$ cat config.mk
export PLATFORM = sky130hd
export DESIGN_NAME = i2c_tgt_status
export DESIGN_NICKNAME = d
export VERILOG_FILES = /design/src/rtl/i2c_tgt_status.sv
export SDC_FILE = /design/constraint.sdc
export NUM_CORES = 1
export LEC_CHECK = 0
export CORE_MARGIN = 4
export CORE_UTILIZATION = 43
export DETAILED_ROUTE_END_ITERATION = 16
export GPL_TIMING_DRIVEN = 0
export PLACE_DENSITY = 0.94
export SLEW_MARGIN = 20
export SYNTH_ARGS = -nofsm -noshare
export SYNTH_HDL_FRONTEND = slang
export SYNTH_SLANG_ARGS = --single-unit
$ cat constraint.sdc
create_clock -name clk -period 3.21 [get_ports clk]
set_input_delay 0.963 -clock clk [delete_from_list [all_inputs] [get_ports clk]]
set_output_delay 0.963 -clock clk [all_outputs]
set_load 0.02 [all_outputs]
$ cat src/rtl/i2c_tgt_status.sv
module i2c_tgt_status #(
  parameter int AW = 2,
  parameter int BW = 8,
  parameter logic [AW-1:0] OFF_CTRL = 0,
  parameter logic [AW-1:0] OFF_STAT = 1,
  parameter logic [AW-1:0] OFF_TXD  = 2,
  parameter logic [AW-1:0] OFF_RXD  = 3
) (
  input  logic          clk,
  input  logic          rst_n,
  input  logic [AW-1:0] addr,
  input  logic          wr_en,
  input  logic [15:0]   wr_data,
  input  logic          rd_en,
  output logic [15:0]   rd_data,
  input  logic          dir_tx,
  input  logic          ev_tx_start,
  input  logic          ev_rx_done,
  input  logic [BW-1:0] rx_byte,
  input  logic          ev_bus_free,
  input  logic          ev_mismatch,
  input  logic          ev_async_addr,
  input  logic          ev_nak,
  input  logic          ev_stop,
  input  logic          addr_match,
  output logic          ack_addr,
  output logic [BW-1:0] tx_byte,
  output logic          irq
);
  localparam int NFLG = 6;

  logic [NFLG-1:0] flg;
  logic            comm, en, strch, ien;
  logic [BW-1:0]   txd, rxd;
  logic            tx_ld, rx_full;

  wire sel_ctrl = addr == OFF_CTRL;
  wire sel_stat = addr == OFF_STAT;
  wire sel_txd  = addr == OFF_TXD;
  wire sel_rxd  = addr == OFF_RXD;

  wire uf = ev_tx_start & dir_tx & ~tx_ld & ~strch;
  wire ov = ev_rx_done & ~dir_tx & rx_full & ~strch;

  wire [NFLG-1:0] set_v = {uf | ov, ev_bus_free, ev_mismatch,
                           ev_async_addr, ev_nak, ev_stop};
  wire [NFLG-1:0] clr_v = (wr_en & sel_stat) ? wr_data[NFLG-1:0] : '0;

  wire summary = |flg;

  always_ff @(posedge clk) begin
    if (!rst_n) begin
      flg     <= '0;
      comm    <= 1'b0;
      en      <= 1'b0;
      strch   <= 1'b0;
      ien     <= 1'b0;
      txd     <= '0;
      rxd     <= '0;
      tx_ld   <= 1'b0;
      rx_full <= 1'b0;
    end else begin
      flg <= (flg & ~clr_v) | set_v;
      if (wr_en & sel_ctrl) begin
        comm  <= wr_data[0];
        en    <= wr_data[1];
        strch <= wr_data[2];
        ien   <= wr_data[3];
      end
      if (wr_en & sel_txd) txd <= wr_data[BW-1:0];
      if (wr_en & sel_txd)  tx_ld <= 1'b1;
      else if (ev_tx_start) tx_ld <= 1'b0;
      if (ev_rx_done) begin
        rxd     <= rx_byte;
        rx_full <= 1'b1;
      end else if (rd_en & sel_rxd) begin
        rx_full <= 1'b0;
      end
    end
  end

  always_comb begin
    rd_data = '0;
    if (sel_ctrl)     rd_data[3:0] = {ien, strch, en, comm};
    else if (sel_stat) rd_data[7:0] = {summary, 1'b0, flg};
    else if (sel_txd)  rd_data[BW-1:0] = txd;
    else if (sel_rxd)  rd_data[BW-1:0] = rxd;
  end

  assign irq      = summary & ien;
  assign ack_addr = addr_match & en & comm;
  assign tx_byte  = txd;
endmodule

# == Word level (Yosys, flattened, before mapping) ==
# Index checks and enable logic that the tools add are counted.
# W data, S select, Z words.
# totals
latchBits,0
input_bits,39
output_inout_bits,26
romBits,0
wordCells,46
regBits,28
mem_count,0
mem_bits_rw,0
# op_classes
multipliers,0
eq_ne,3
n_lt_le_gt_ge,0
div_mod_pow,0
n_bitwise,20
shifts,0
reduce_logical,4
add_sub_neg,0
mux,10
# op_table
operator,count
$mux W8,3
$and A1 B1 Y1,13
$mux W4,2
$and A6 B6 Y6,1
$mux W6,1
$not A6 Y6,1
$or A6 B6 Y6,1
$reduce_or A6 Y1,1
$eq A2 B2 Y1 const B,2
$mux W1,4
$reduce_bool A2 Y1,2
$not A1 Y1,3
$eq A2 B1 Y1 const B,1
$logic_not A2 Y1,1
$or A1 B1 Y1,1

# == Depth between registers and ports, before layout ==
# depth
ltp_word,6
ltp_mapped,4
mapped_depth_nobuf,3

# == Least setup slack after synthesis ==
# OpenSTA, ideal clock, no wires.
# synth_timing
path_kind,input-to-output
start,input port addr[0]
end,output port rd_data[5]
n_path_buf,1
setup_slack_ns,0.561
path_stages,3
t_arrival_ns,1.686
required_time_ns,2.247
path_cell_list,buf_6 > mux2_4 > a22o_1
# synth_via
elab_chain_cells,5
word_cells_on_any_way,8
classes_between,eq/ne (3); mux (4); reduce/logical (1)
# synth_lines
element,line,source
from (decl),11,"input logic [AW-1:0] addr,"
$eq A2 B2 Y1,40,wire sel_rxd = addr == OFF_RXD;
$mux W8,87,else if (sel_rxd) rd_data[BW-1:0] = rxd;
$mux W8,86,else if (sel_txd) rd_data[BW-1:0] = txd;
$mux W8,85,"else if (sel_stat) rd_data[7:0] = {summary, 1'b0, flg};"
$mux W4 (*),84,"if (sel_ctrl) rd_data[3:0] = {ien, strch, en, comm};"
to (decl),15,"output logic [15:0] rd_data,"
# Every way passes the cells marked *; elsewhere a longest branch is shown, timed or not.

# == Worst setup path in the final report ==
# layout_timing
start,input port addr_match
end,output port ack_addr
# layout_via
elab_chain_cells,2
# layout_lines
element,line,source
from (decl),25,"input logic addr_match,"
$and A1 B1 Y1 (2 in series),91,assign ack_addr = addr_match & en & comm;
to (decl),26,"output logic ack_addr,"
# No other way between the ends.

==> metrics.yaml <==
worst_setup_path:
  critPathMaxFanout: 1
  path_common_cell: "clkdlybuf4s50_1"
  reg2reg_from: "tx_ld$_SDFFE_PN0P_"
  regToRegEndpoint: "flg[5]$_SDFF_PN0_"
  path_cells: "clkdlybuf4s50_1 > and3_1 > clkdlybuf4s50_1"
  cp.arrival_ps: 2150
  cp_top_family: "buffers and inverters"
  worst_setup_path_start_kind: "primary input"
  slowest_delay_ps: 590
  worstPathRequired_ps: 2250
  worst-path-buf-inv: 2
  path_class: "in -> out"
  ff2ff_setup_slack_ps: 2350
  cp-end-kind: "output port"
  cp_slowest_cell: "clkdlybuf4s50_1"
  ff2ff_path_depth: 3
final_layout:
  nets: 229
  final_cell_mix: "clkdlybuf4s50_1, dfxtp_1, nor2b_1"
  final_util_pct: 63.77
  final_common_cell: "clkdlybuf4s50_1"
  diodes: 0
  drive_above_1_share_pct: 12.77
  fillers: 259
  areaGrowthSynthToFinish_pct: 42.23
  fin_cells: 232
hold_path:
  hold_depth: 2
  hold_end: "tx_ld$_SDFFE_PN0P_"
  hp-start: "tx_ld$_SDFFE_PN0P_"
  holdCritPathClass: "reg -> reg"
route:
  routed_wl_um: 3334
  vias: 1094
  ant_nets: 0
  first_pass_iters: 4
  drc_errors: 0
  drtIter0Drc: 27
  post_drt_wl_per_cell_um: 14.37
  routed_via_density: 4.716
place:
  globalplace.congestion: 0.7130
  port_buffers: 47
  dp_hpwl_um: 2494
  placedCellCount: 228
clocking:
  clkTransAtPathRegs_ps: 140
  htree_levels: 1
  clk_latency_ps: 320
  cts_buffers: 3
  cts_tree: "yes"
  clock_tree.buffer_depth: 2
  holdBufCountCts: 0
  postCtsSetupBuffers: 0
  root_buffer: "clkbuf_4"
  cts.sinks: 28
sta:
  fmax_mhz: 321.3
  hold_violations: 0
  min_period_ps: 3113
  fin_crit_sh_pct: 96.97
  finClkSkew_ps: 2.693
  whs_ps: 525.9
  slew_viol_final: 0
  setup_viol: 0
  rsz0062_at_grt: "false"
yosys:
  post_synth_instance_area_um2: 1369
  ys_ff_latch: 28
  yosysWarnings: 0
  ys.flop_type: "dfxtp_1"
  post_synth_num_cell_types: 29
  synth_edf_count: 0
  seq_area_frac_synth_pct: 40.95
  synthArstFlopShare_pct: 0
  synth.avg_cell_area_um2: 10.53
  syn_inst: 130
floorplan:
  core_area_um2: 3053
  rows: 20
  die-area_um2: 4150
  ios: 65
  initial_core_util_pct: 44.84
  die_w_um: 64.42
  die_height_um: 64.42
pwr:
  p_leak_uw: 0.0008611
  peakVddDrop_uv: 270.2
  cellPowerDensity_nw_per_um2: 350.1
grt:
  use_met2_pct: 28.87
  grt_pass1_wl_um: 5264
  grt_util_met1_pct: 19.26
  grt.total_usage_pct: 16.53
  overflow: 0
  grt_busiest_layer: "met2"
  grt_use_met3_pct: 3.986
  grt_max_degree: 15
  antenna_found_initial: 0
  grt_pass1_vias: 1108
outcome:
  outcome: "finished clean"
run:
  drv_cap: 0
-- kinds of logic after synthesis --
group | synth area share, %
compound gates | 8.410
buf+inv | 8.775
flops | 40.95
mux | 24.68
other cells | 0.2740
simple gates | 16.91
-- stage by stage --
step                setup slack [ps]  instance area [µm²]  total power (µW)  setup TNS [ps]
finish                         97.25                 1947             681.7               0
detailed placement            -591.1                 1921             550.3           -4235
global route                   77.77                 1947             709.2               0
global placement              -567.6                 1921             546.6           -4186
floorplan                      561.2                 1395             472.9               0
CTS                            18.11                 1948             684.6               0
-- worst max-delay path by stage --
stage	from	end	slack, ps	cells past startpoint
after floorplan	addr[0]	rd_data[5]	560	3
after global placement	addr[0]	rd_data[5]	-570	5
after detailed placement	addr[0]	rd_data[5]	-590	5
after CTS	addr[0]	rd_data[4]	20	5
after global routing	addr[1]	rd_data[4]	80	5
final	addr_match	ack_addr	100	3
-- worst register-to-register path, stage by stage (launching register included) --
cell and delay (ps):
dfxtp_1 340, nand3b_1 150, a21oi_1 190, o21a_1 150
-- area by class of cell --
cell class                      instances  area (µm²)  share of cell area (%)
Timing Repair Buffer                   48       467.9                   24.04
Multi-Input combinational cell         89       714.4                   36.70
Inverter                                5       18.77                  0.9640
Clock buffer                            3       22.52                   1.157
Sequential cell                        28       560.5                   28.79
Tap cell                               44       55.05                   2.828
Buffer                                 15       107.6                   5.527
-- sequential cells by signal, indices dropped and copies added (netlist names) --
name     flops
rxd          8
comm         1
tx_byte      8
flg          6
rx_full      1
tx_ld        1
strch        1
ien          1
en           1
-- where the power goes --
group          switching (µW)  leakage [µW]  internal, µW
clock network            97.4     0.0000138          44.0
registers                12.1      0.000230           366
logic                    71.8      0.000617          90.3
-- synth_stat cells, drive strengths merged (2+ instances only) --
master / count / area [µm²]
a31oi: 5 / 31.28
mux2: 3 / 37.53
dfxtp: 28 / 560.5
inv: 5 / 18.77
o21ai: 5 / 25.02
clkbuf: 2 / 7.510
mux2i: 21 / 210.2
a22o: 3 / 26.28
a21oi: 2 / 10.01
mux4: 4 / 90.09
a21boi: 2 / 15.02
buf: 13 / 93.83
nor2b: 23 / 143.9
nand3b: 3 / 22.52
-- metal layers --
layer / part of all wire (%) / vias up
met1: 42 / 505
met5: 0 / -
li1: - / 554
met4: 1.3 / 0
met2: 51 / 31
met3: 5.7 / 4
-- repair_timing --
action | CTS | global route
gates resized for setup | 16 | 4
endpoints found under the setup margin | 8 | 6
cloned | 1 | 0
(Power assumes the default switching activity.)
